==> config.mk <==
export PLATFORM = sky130hd
export DESIGN_NAME = irq_event_aggregator
export DESIGN_NICKNAME = d
export VERILOG_FILES = /design/src/rtl/irq_aggr_pkg.sv /design/src/rtl/irq_evt_cell.sv /design/src/rtl/irq_addr_decode.sv /design/src/rtl/irq_read_mux.sv /design/src/rtl/irq_event_aggregator.sv
export SDC_FILE = /design/constraint.sdc
export NUM_CORES = 1
export LEC_CHECK = 0
export ABC_AREA = 1
export CAP_MARGIN = 40
export CORE_MARGIN = 4
export CORE_UTILIZATION = 49
export CTS_CLUSTER_DIAMETER = 200
export DETAILED_ROUTE_END_ITERATION = 8
export PLACE_DENSITY = 0.81
export SKIP_CTS_REPAIR_TIMING = 1
export SYNTH_ARGS = -nofsm -noshare
export SYNTH_HDL_FRONTEND = slang
export SYNTH_SLANG_ARGS = --single-unit
==> constraint.sdc <==
create_clock -name clk_i -period 1.7 [get_ports clk_i]
set_input_delay 0.34 -clock clk_i [delete_from_list [all_inputs] [get_ports clk_i]]
set_output_delay 0.34 -clock clk_i [all_outputs]
set_load 0.005 [all_outputs]
==> src/rtl/irq_aggr_pkg.sv <==
package irq_aggr_pkg;
  localparam int FIELD_W = 4;   // bits reserved per channel in a word
  localparam int EV_N    = 3;   // event kinds per channel
  localparam int EV_HALF  = 0;
  localparam int EV_PKG   = 1;
  localparam int EV_QUEUE = 2;

  // word index that holds a channel
  function automatic int word_of(input int ch, input int per_word);
    return ch / per_word;
  endfunction

  // lowest bit of a channel's field within its word
  function automatic int field_lsb(input int ch, input int per_word);
    return (ch % per_word) * FIELD_W;
  endfunction

  // flat index of (channel, event) inside the per-channel vectors
  function automatic int flat_idx(input int ch, input int ev);
    return ch * EV_N + ev;
  endfunction
endpackage

==> src/rtl/irq_evt_cell.sv <==
module irq_evt_cell
  import irq_aggr_pkg::*;
(
  input  logic            clk_i,
  input  logic            rst_ni,
  input  logic            en_we_i,
  input  logic [EV_N-1:0] en_d_i,
  input  logic [EV_N-1:0] clr_i,
  input  logic [EV_N-1:0] ev_i,
  output logic [EV_N-1:0] en_q_o,
  output logic [EV_N-1:0] pend_q_o
);
  logic [EV_N-1:0] latch_now;

  // an event counts only against the enable held before this edge
  assign latch_now = ev_i & en_q_o;

  always_ff @(posedge clk_i or negedge rst_ni) begin
    if (!rst_ni) begin
      en_q_o   <= '0;
      pend_q_o <= '0;
    end else begin
      if (en_we_i) en_q_o <= en_d_i;
      // set has priority over write-one clear
      pend_q_o <= (pend_q_o & ~clr_i) | latch_now;
    end
  end
endmodule

==> src/rtl/irq_addr_decode.sv <==
module irq_addr_decode #(
  parameter int ADDR_W    = 8,
  parameter int NWORD     = 2,
  parameter int EN_BASE   = 'h00,
  parameter int PEND_BASE = 'h10,
  parameter int STAT_ADDR = 'h30
) (
  input  logic [ADDR_W-1:0] addr_i,
  output logic [NWORD-1:0]  en_hit_o,
  output logic [NWORD-1:0]  pend_hit_o,
  output logic              stat_hit_o
);
  always_comb begin
    for (int w = 0; w < NWORD; w++) begin
      en_hit_o[w]   = (addr_i == ADDR_W'(EN_BASE + 4 * w));
      pend_hit_o[w] = (addr_i == ADDR_W'(PEND_BASE + 4 * w));
    end
    stat_hit_o = (addr_i == ADDR_W'(STAT_ADDR));
  end
endmodule

==> src/rtl/irq_read_mux.sv <==
module irq_read_mux
  import irq_aggr_pkg::*;
#(
  parameter int NUM_CH = 16,
  parameter int DATA_W = 32,
  parameter int NWORD  = 2
) (
  input  logic [NUM_CH*EV_N-1:0] en_vec_i,
  input  logic [NUM_CH*EV_N-1:0] pend_vec_i,
  input  logic [NUM_CH-1:0]      busy_i,
  input  logic [NWORD-1:0]       en_hit_i,
  input  logic [NWORD-1:0]       pend_hit_i,
  input  logic                   stat_hit_i,
  output logic [DATA_W-1:0]      rdata_o
);
  localparam int PER_WORD = DATA_W / FIELD_W;

  // place the channel fields of one word; spare field bits stay 0
  function automatic logic [DATA_W-1:0] pack_word(
      input logic [NUM_CH*EV_N-1:0] vec, input int w);
    logic [DATA_W-1:0] word;
    word = '0;
    for (int c = 0; c < PER_WORD; c++) begin
      if (w * PER_WORD + c < NUM_CH)
        word[c*FIELD_W +: EV_N] = vec[flat_idx(w * PER_WORD + c, 0) +: EV_N];
    end
    return word;
  endfunction

  always_comb begin
    rdata_o = '0;
    for (int w = 0; w < NWORD; w++) begin
      if (en_hit_i[w])   rdata_o = pack_word(en_vec_i, w);
      if (pend_hit_i[w]) rdata_o = pack_word(pend_vec_i, w);
    end
    if (stat_hit_i) rdata_o[NUM_CH-1:0] = busy_i;
  end
endmodule

==> src/rtl/irq_event_aggregator.sv <==
module irq_event_aggregator
  import irq_aggr_pkg::*;
#(
  parameter int NUM_CH    = 16,
  parameter int ADDR_W    = 8,
  parameter int DATA_W    = 32,
  parameter int EN_BASE   = 'h00,
  parameter int PEND_BASE = 'h10,
  parameter int STAT_ADDR = 'h30
) (
  input  logic              clk_i,
  input  logic              rst_ni,
  input  logic              wr_en_i,
  input  logic [ADDR_W-1:0] addr_i,
  input  logic [DATA_W-1:0] wdata_i,
  output logic [DATA_W-1:0] rdata_o,
  input  logic [NUM_CH-1:0] evt_half_i,
  input  logic [NUM_CH-1:0] evt_pkg_i,
  input  logic [NUM_CH-1:0] evt_queue_i,
  input  logic [NUM_CH-1:0] busy_i,
  output logic              irq_o
);
  localparam int PER_WORD = DATA_W / FIELD_W;
  localparam int NWORD    = (NUM_CH + PER_WORD - 1) / PER_WORD;
  localparam int VEC_W    = NUM_CH * EV_N;

  // named internal events, observed by the bound checker
  logic [VEC_W-1:0] ev_vec;
  logic [VEC_W-1:0] en_vec;
  logic [VEC_W-1:0] pend_vec;
  logic [VEC_W-1:0] clr_vec;
  logic [NWORD-1:0] en_hit;
  logic [NWORD-1:0] pend_hit;
  logic             stat_hit;

  irq_addr_decode #(
    .ADDR_W(ADDR_W), .NWORD(NWORD), .EN_BASE(EN_BASE),
    .PEND_BASE(PEND_BASE), .STAT_ADDR(STAT_ADDR)
  ) u_dec (
    .addr_i    (addr_i),
    .en_hit_o  (en_hit),
    .pend_hit_o(pend_hit),
    .stat_hit_o(stat_hit)
  );

  for (genvar ch = 0; ch < NUM_CH; ch++) begin : g_ch
    localparam int W   = word_of(ch, PER_WORD);
    localparam int LSB = field_lsb(ch, PER_WORD);
    localparam int IDX = flat_idx(ch, 0);

    assign ev_vec[IDX + EV_HALF]  = evt_half_i[ch];
    assign ev_vec[IDX + EV_PKG]   = evt_pkg_i[ch];
    assign ev_vec[IDX + EV_QUEUE] = evt_queue_i[ch];
    assign clr_vec[IDX +: EV_N]   = (wr_en_i && pend_hit[W]) ? wdata_i[LSB +: EV_N] : '0;

    irq_evt_cell u_cell (
      .clk_i   (clk_i),
      .rst_ni  (rst_ni),
      .en_we_i (wr_en_i && en_hit[W]),
      .en_d_i  (wdata_i[LSB +: EV_N]),
      .clr_i   (clr_vec[IDX +: EV_N]),
      .ev_i    (ev_vec[IDX +: EV_N]),
      .en_q_o  (en_vec[IDX +: EV_N]),
      .pend_q_o(pend_vec[IDX +: EV_N])
    );
  end

  irq_read_mux #(.NUM_CH(NUM_CH), .DATA_W(DATA_W), .NWORD(NWORD)) u_rd (
    .en_vec_i  (en_vec),
    .pend_vec_i(pend_vec),
    .busy_i    (busy_i),
    .en_hit_i  (en_hit),
    .pend_hit_i(pend_hit),
    .stat_hit_i(stat_hit),
    .rdata_o   (rdata_o)
  );

  assign irq_o = |pend_vec;
endmodule

==> impl_metrics.ini, run 1 <==
[status]
status = finished with violations
violations = negative setup slack

[worst_setup_path]
cp-end-kind = primary output
worstPathCellList = nor4_2 > nand2_1 > nor2_2 > nand2_1 > clkbuf_2
path_buf_inv = 1
critPathTopFamily = simple AND/OR/NAND/NOR gates
slowest_stage = dfrtp_1
r2r-start = g_ch[6].u_cell.pend_q_o[1]
cp_max_fo = 2
required_ps = 1360
path_common_cell = nand2_1
crit_type = flip-flop to primary output
crit_path_start = g_ch[3].u_cell.pend_q_o[2]
cp.arrival_ps = 1620
crit_path_start_kind = flip-flop
crit_path_max_incr_delay_ps = 410

[clock_tree]
numClockSinks = 96
path_clk_slew_ps = 100
root_buffer = clkbuf_8
cts_tree = yes
clkLatencyLatePin_ps = 380
max-clock-path-buffers = 2
cts_buffers = 9
h-tree-depth = 3

[floorplanning]
fp.coreArea_mm2 = 0.00991
die_area_mm2 = 0.0120
io_pins = 140
start_util = 0.511
rows = 36
die_y_um = 110
die_w_um = 110

[cells_and_area]
n_fill_cell = 646
layout-drive-gt1-share = 0.254
final_area_mm2 = 0.00778
final_nets = 999
n_antenna_cell = 0
layout.cells.non_filler = 1030
area.growth.synth_to_final_pct = 53.6

[global_routing]
grt_max_degree = 35
antenna_found_initial = 0
grt_pass1_vias = 5225
grt_usage = 0.266
grt-ovfl-total = 0
grt_pass1_wl_um = 24700

[sta]
fin_crit_ps = 1960
worst_clock_skew_ps = 11.9
drv_slew = 0
tns_ps = -4820
fin_crit_sh = 1.15
timing.fmax_ghz = 0.510
worst_slack_ps = -262
fin_hold_ws_ps = 448
setup_viol = 26
hold_viol_final = 0
rsz0062_at_grt = yes

[synth]
synth_commonest_cells = nand2_1, dfrtp_1, inv_1
synth_top_area_frac = 0.474
yosysWarnings = 0
synth.most_common_cell = nand2_1
synth_ff_type = dfrtp_1
synth_edf_count = 0
ys_types = 23
yosysTopAreaCell = dfrtp_1
synth-seq-cells = 96
synth_area_mm2 = 0.00507
synthTopCellsByArea = dfrtp_1, nand2_1, inv_1
seq_area_frac_synth = 0.474
synthCells = 701
synth.avg_cell_area_um2 = 7.23
async_flop_share = 1.00

[place]
dp.cells = 990
portBuffers = 127
dp.final_hpwl_um = 11500
place_area_mm2 = 0.00689
gp_congestion = 0.870
place_ws_ps = -853

[hold_path]
hold_path_class = input port to asynchronous set/reset pin

[power]
p_clk_frac = 0.293
p_switching_w = 0.00146
p_leak_nw = 4.12
internal-power_w = 0.00377
switching_share = 0.278
power_density_mw_per_mm2 = 672
vdd_drop_max_v = 0.000556
power_frac_comb = 0.189
seq_power_share = 0.518

[route]
dr.pass1.iters = 5
drc_errors = 0
antenna_left = 0
wirelength_um = 18400
num_vias = 5690
drt_iter0_drc = 532
viasPerCell = 5.52
routedWlPerCell_um = 17.9

[job]
maxCapViolations = 0
[kinds of logic (layout without fill, tap and decap cells)]
group                  count (synthesis)  count (layout)  synth area share
other                                  1               4          0.000740
AND/OR/NAND/NOR                      417             417             0.349
flip-flops                            96              96             0.474
buffers and inverters                111             304             0.100
AO/OA/AOI/OAI                         76              76            0.0760
[stage by stage]
stage           util  total power [W]
6_report       0.786          0.00523
5_1_grt        0.786          0.00546
4_1_cts        0.716          0.00512
3_5_place_dp   0.696          0.00361
3_3_place_gp   0.696          0.00357
2_1_floorplan      -          0.00297
[sequential cells by signal, indices dropped and copies added, names as in the netlist]
signal                flops
g_ch.u_cell.en_q_o       48
g_ch.u_cell.pend_q_o     48
[metal layers]
layer	share of wire	GRT usage
met2	0.49	0.444
met4	0.036	0.104
met3	0.10	0.0341
met1	0.37	0.353
met5	0	0
[worst paths after layout]
kind | cells after the start | to | slack, ps
setup / recovery | 5 | irq_o | -260
hold / removal | 2 | g_ch[14].u_cell.pend_q_o[2] | 450
setup reg to reg | 3 | g_ch[6].u_cell.pend_q_o[1] | 870
hold reg to reg | 2 | g_ch[10].u_cell.pend_q_o[2] | 490
max in group asynchronous | 3 | g_ch[14].u_cell.en_q_o[1] | 690
min in group clk_i | 3 | g_ch[8].u_cell.pend_q_o[2] | 490
[power by group through the flow]
stage          Sequential (W)  Combinational [W]  Clock, W
5_1_grt               0.00273            0.00107   0.00166
3_3_place_gp          0.00270           0.000872         0
4_1_cts               0.00267           0.000911   0.00154
2_1_floorplan         0.00269           0.000283         0
3_5_place_dp          0.00271           0.000904         0
6_report              0.00271           0.000988   0.00153
[worst reg2reg max path: cells and delay by family, from the launching register on]
| family | cells | cell delay (ps) |
|---|---|---|
| compound gates | 1 | 180 |
| buf+inv | 2 | 200 |
| flops | 1 | 360 |
[cell type report]
| type | count | area, um^2 | share of cell area |
|---|---|---|---|
| clock inverter | 5 | 56.3 | 0.00723 |
| sequential | 96 | 2400 | 0.309 |
| clock buffer | 11 | 141 | 0.0182 |
| timing repair buffer | 209 | 2130 | 0.273 |
| tap | 133 | 166 | 0.0214 |
| inverter | 79 | 315 | 0.0405 |
| multi-input combinational | 497 | 2580 | 0.331 |
[cell usage in the layout, fill, tap and decap left out, drive strengths merged]
master and count:
nand2 251, buf 98, dfrtp 96, clkdlybuf4s50 89
inv 78, nor2 68, o21ai 61, nand3 51
nor3 32, clkbuf 29, a21oi 13, nand4 11
conb 4, nor4 4, dlymetal6s2s 3, clkinv 3
o211ai 2, clkinvlp 2, bufinv 1, dlygate4sd3 1
(Power assumes the default switching activity.)
==> inputs of run 2 (changes only) <==
CELL_PAD_IN_SITES_DETAIL_PLACEMENT = 2   (was not set)
CELL_PAD_IN_SITES_GLOBAL_PLACEMENT = 2   (was not set)
CORE_UTILIZATION = 35   (was 49)
DONT_BUFFER_PORTS = 1   (was not set)
PLACE_DENSITY = not set   (was 0.81)
PLACE_DENSITY_LB_ADDON = 0.1   (was not set)
==> run 2 against run 1 <==
The run ends with negative hold slack, negative setup slack left. Via count shrank 15%. Worst hold slack lost 770 ps. First-iteration DRC count shrank 58%. Global-route usage decreased by 3.8 points. Sequential share of layout area is 8.2 points higher. Maximum frequency up 6.4%.
==> impl_metrics.ini, run 2 (synthesis results as in run 1) <==
[status]
status = finished with violations
violations = negative hold slack, negative setup slack

[worst_setup_path]
path_buf_inv = 1
worstPathCellList = inv_1 > nand3_2 > nor3_4 > nand2_2 > nor2_4 > nand2_2
cp.arrival_ps = 1500
required_ps = 1360
cp-end-kind = primary output
critPathTopFamily = simple AND/OR/NAND/NOR gates
crit_path_max_incr_delay_ps = 390
cp_max_fo = 2
slowest_stage = dfrtp_1
crit_path_start_kind = flip-flop
path_common_cell = nand2_2
crit_type = flip-flop to primary output

[floorplanning]
fp.coreArea_mm2 = 0.0140
die_area_mm2 = 0.0165
die_w_um = 128
rows = 43
start_util = 0.361
io_pins = 140
die_y_um = 128

[global_routing]
grt_max_degree = 97
antenna_found_initial = 0
grt-ovfl-total = 0
grt_pass1_wl_um = 28900
grt_usage = 0.228
grt_pass1_vias = 5205

[route]
dr.pass1.iters = 4
num_vias = 4849
routedWlPerCell_um = 21.7
drt_iter0_drc = 224
wirelength_um = 19700
viasPerCell = 5.32
antenna_left = 0
drc_errors = 0

[sta]
timing.fmax_ghz = 0.542
hold_viol_final = 96
worst_clock_skew_ps = 5.29
drv_slew = 0
fin_hold_ws_ps = -321
fin_crit_ps = 1840
rsz0062_at_grt = yes
worst_slack_ps = -144
fin_crit_sh = 1.08
setup_viol = 1

[clock_tree]
max-clock-path-buffers = 2
clkLatencyLatePin_ps = 350
path_clk_slew_ps = 70
numClockSinks = 96
cts_tree = yes
h-tree-depth = 3
root_buffer = clkbuf_16
cts_buffers = 9

[place]
dp.final_hpwl_um = 13200
place_ws_ps = -32.5
gp_congestion = 0.808
dp.cells = 879
portBuffers = 0

[cells_and_area]
layout.cells.non_filler = 911
reg_top3 = g_ch.u_cell.en_q_o (48), g_ch.u_cell.pend_q_o (48)
final_common_cell = nand2_1
layout-drive-gt1-share = 0.159
area.growth.synth_to_final_pct = 21.4
final_nets = 833
post-route-util = 0.438
n_antenna_cell = 0
final_cell_mix = nand2_1, dfrtp_1, inv_1, nor2_1, o21ai_0

[power]
p_leak_nw = 3.15
vdd_drop_max_v = 0.000461
power_density_mw_per_mm2 = 876
fin_total_pwr_w = 0.00539

[hold_path]
hold_path_class = input port to asynchronous set/reset pin

[job]
maxCapViolations = 0
==> run 2: layout make-up <==
| class | count | area, um^2 |
|---|---|---|
| Fill cell | 1667 | 7890 |
| Sequential cell | 96 | 2400 |
| Multi-Input combinational cell | 497 | 2350 |
| Timing Repair Buffer | 43 | 544 |
| Inverter | 79 | 313 |
| Clock buffer | 14 | 284 |
| Tap cell | 180 | 225 |
| Clock inverter | 2 | 35.0 |
==> run 2: worst paths after layout <==
check / from / to / slack [ps] / depth (start not counted)
max: g_ch[2].u_cell.pend_q_o[0] / irq_o / -140 / 6
min: rst_ni / g_ch[6].u_cell.en_q_o[0] / -320 / 0
max reg2reg: g_ch[8].u_cell.pend_q_o[0] / g_ch[8].u_cell.pend_q_o[0] / 900 / 2
min reg2reg: g_ch[11].u_cell.en_q_o[2] / g_ch[11].u_cell.pend_q_o[2] / 490 / 2
max in group asynchronous: rst_ni / g_ch[0].u_cell.pend_q_o[2] / 1850 / 0
min in group clk_i: evt_pkg_i[14] / g_ch[14].u_cell.pend_q_o[1] / 100 / 2
==> run 2: metrics by stage <==
stage	setup TNS, ps	area (um^2)	hold WS (ps)
after detailed placement	-143	5430	46.9
final	-144	6150	-321
after global routing	-566	6150	-342
after floorplan	0	5080	44.4
after global placement	0	5430	47.8
after CTS	-585	5750	-334
==> run 2: layer usage <==
metal / part of all wire / global-route usage
met5: 0 / 0
met4: 0.018 / 0.0674
met3: 0.066 / 0.0529
met1: 0.41 / 0.290
met2: 0.50 / 0.386
==> run 2: power by group <==
part / switching [W] / total [W] / internal [W]
combinational: 0.000269 / 0.000443 / 0.000174
sequential: 0.000219 / 0.00273 / 0.00252
clock: 0.000909 / 0.00221 / 0.00130
total: 0.00140 / 0.00539 / 0.00399
==> inputs of run 3 (changes only) <==
CAP_MARGIN = 20   (was 40)
CORE_ASPECT_RATIO = 1.4   (was not set)
==> run 3 against run 2 <==
The run still ends with negative hold slack, negative setup slack left. Maximum frequency increased by 4.7%. Die area increased by 0.17%. Wire length decreased by 5.4%. Critical path depth unchanged. First-iteration DRC count decreased by 33%. Combinational power decreased by 14%. Flip-flop and latch count unchanged. Worst hold slack improved by 10 ps. Clock power decreased by 5%. Sequential share of layout area increased by 1.3 points. Non-clock buffer count decreased by 6. Critical endpoint unchanged. Highest routed layer unchanged.
==> impl_metrics.ini, run 3 (synthesis results as in run 1) <==
[status]
status = finished with violations
violations = negative hold slack, negative setup slack

[sta]
hold_viol_final = 96
rsz0062_at_grt = yes
worst_slack_ps = -61.3
setup_viol = 1
worst_clock_skew_ps = 4.75
fin_crit_sh = 1.04
drv_slew = 0
timing.fmax_ghz = 0.568
fin_hold_ws_ps = -310
fin_crit_ps = 1760

[global_routing]
grt_pass1_vias = 5298
grt_max_degree = 97
grt_usage = 0.224
antenna_found_initial = 0
grt_pass1_wl_um = 28200
grt-ovfl-total = 0

[place]
gp_congestion = 0.785
dp.final_hpwl_um = 13300
dp.cells = 885
place_ws_ps = -3.46
place_area_mm2 = 0.00540
portBuffers = 0

[power]
p_leak_nw = 3.00
fin_total_pwr_w = 0.00522
power_density_mw_per_mm2 = 877
vdd_drop_max_v = 0.000431

[cells_and_area]
final_area_mm2 = 0.00595
area.growth.synth_to_final_pct = 17.4
layout.cells.non_filler = 910
n_fill_cell = 1666
reg_top3 = g_ch.u_cell.en_q_o (48), g_ch.u_cell.pend_q_o (48)
layout-drive-gt1-share = 0.119
final_nets = 827
final_cell_mix = nand2_1, dfrtp_1, inv_1, nor2_1, o21ai_0
final_common_cell = nand2_1
n_antenna_cell = 0

[floorplanning]
rows = 51
die_y_um = 150
fp.coreArea_mm2 = 0.0140
die_area_mm2 = 0.0165
io_pins = 140
die_w_um = 110
start_util = 0.361

[worst_setup_path]
cp_num_cells = 6
cp.arrival_ps = 1420
path_buf_inv = 0
crit_path_max_incr_delay_ps = 420
crit_type = flip-flop to primary output
crit_path_start = g_ch[0].u_cell.pend_q_o[2]
crit_path_start_kind = flip-flop
crit_end = irq_o
slowest_stage = dfrtp_1
r2r_end = g_ch[0].u_cell.pend_q_o[0]
critPathTopFamily = simple AND/OR/NAND/NOR gates
worstPathCellList = nor2_1 > nand2_1 > nor3_2 > nand2_1 > nor2_1 > nand2_2
cp-end-kind = primary output
required_ps = 1360
r2r_cells = 3
r2r-start = g_ch[0].u_cell.pend_q_o[0]
cp_max_fo = 3
worst-r2r-setup-slack_ps = 920

[job]
maxCapViolations = 0

[route]
dr.pass1.iters = 4
antenna_left = 0
wirelength_um = 18700
drc_errors = 0
routedWlPerCell_um = 20.5
num_vias = 4784
viasPerCell = 5.26
drt_iter0_drc = 149

[clock_tree]
path_clk_slew_ps = 70
cts_tree = yes
max-clock-path-buffers = 2
root_buffer = clkbuf_16
numClockSinks = 96
cts_buffers = 9
clkLatencyLatePin_ps = 340
h-tree-depth = 3

[hold_path]
hold_path_class = input port to asynchronous set/reset pin
run 3: changes by cell type in the layout (fill, tap and decap cells not counted), sizes merged:
| cell | previous run | this run |
|---|---|---|
| clkbuf | 18 | 13 |
| clkinvlp | 1 | 4 |
| buf | 39 | 34 |
| clkinv | 1 | 2 |
run 3: worst min path at each step:
stage,from,endpoint,depth (start not counted)
after floorplan,rst_ni,g_ch[0].u_cell.en_q_o[0],0
after global placement,rst_ni,g_ch[4].u_cell.en_q_o[2],0
after detailed placement,rst_ni,g_ch[14].u_cell.en_q_o[2],0
after CTS,rst_ni,g_ch[14].u_cell.en_q_o[2],0
after global routing,rst_ni,g_ch[14].u_cell.en_q_o[2],0
final,rst_ni,g_ch[14].u_cell.en_q_o[2],0
run 3: cell type report:
class / instances / area [um^2] / area share
Sequential cell: 96 / 2400 / 0.404
Multi-Input combinational cell: 497 / 2260 / 0.380
Timing Repair Buffer: 37 / 437 / 0.0734
Inverter: 79 / 309 / 0.0520
Clock buffer: 10 / 239 / 0.0402
Tap cell: 185 / 231 / 0.0389
Clock inverter: 6 / 67.6 / 0.0114
run 3: stage by stage:
stage	TNS, ps	util
after floorplan	0	-
after global placement	0	0.385
after detailed placement	-3.46	0.385
after CTS	-263	0.407
after global routing	-310	0.424
final	-61.3	0.424
run 3: worst reg2reg max path, stage by stage (launching register included):
cell and delay (ps):
dfrtp_1 400, buf_4 140, inv_1 40, o21ai_0 80
run 3: where the power goes:
part           internal (W)  switching, W
Combinational      0.000146      0.000236
Sequential          0.00252      0.000223
Clock               0.00119      0.000909
run 3: per-layer routing:
| metal | vias to the layer above | wire (um) | GRT usage |
|---|---|---|---|
| met5 | - | 0 | 0 |
| met4 | 0 | 240 | 0.0593 |
| met3 | 14 | 892 | 0.0493 |
| met2 | 95 | 9900 | 0.401 |
| met1 | 2438 | 7630 | 0.269 |
| li1 | 2237 | - | - |
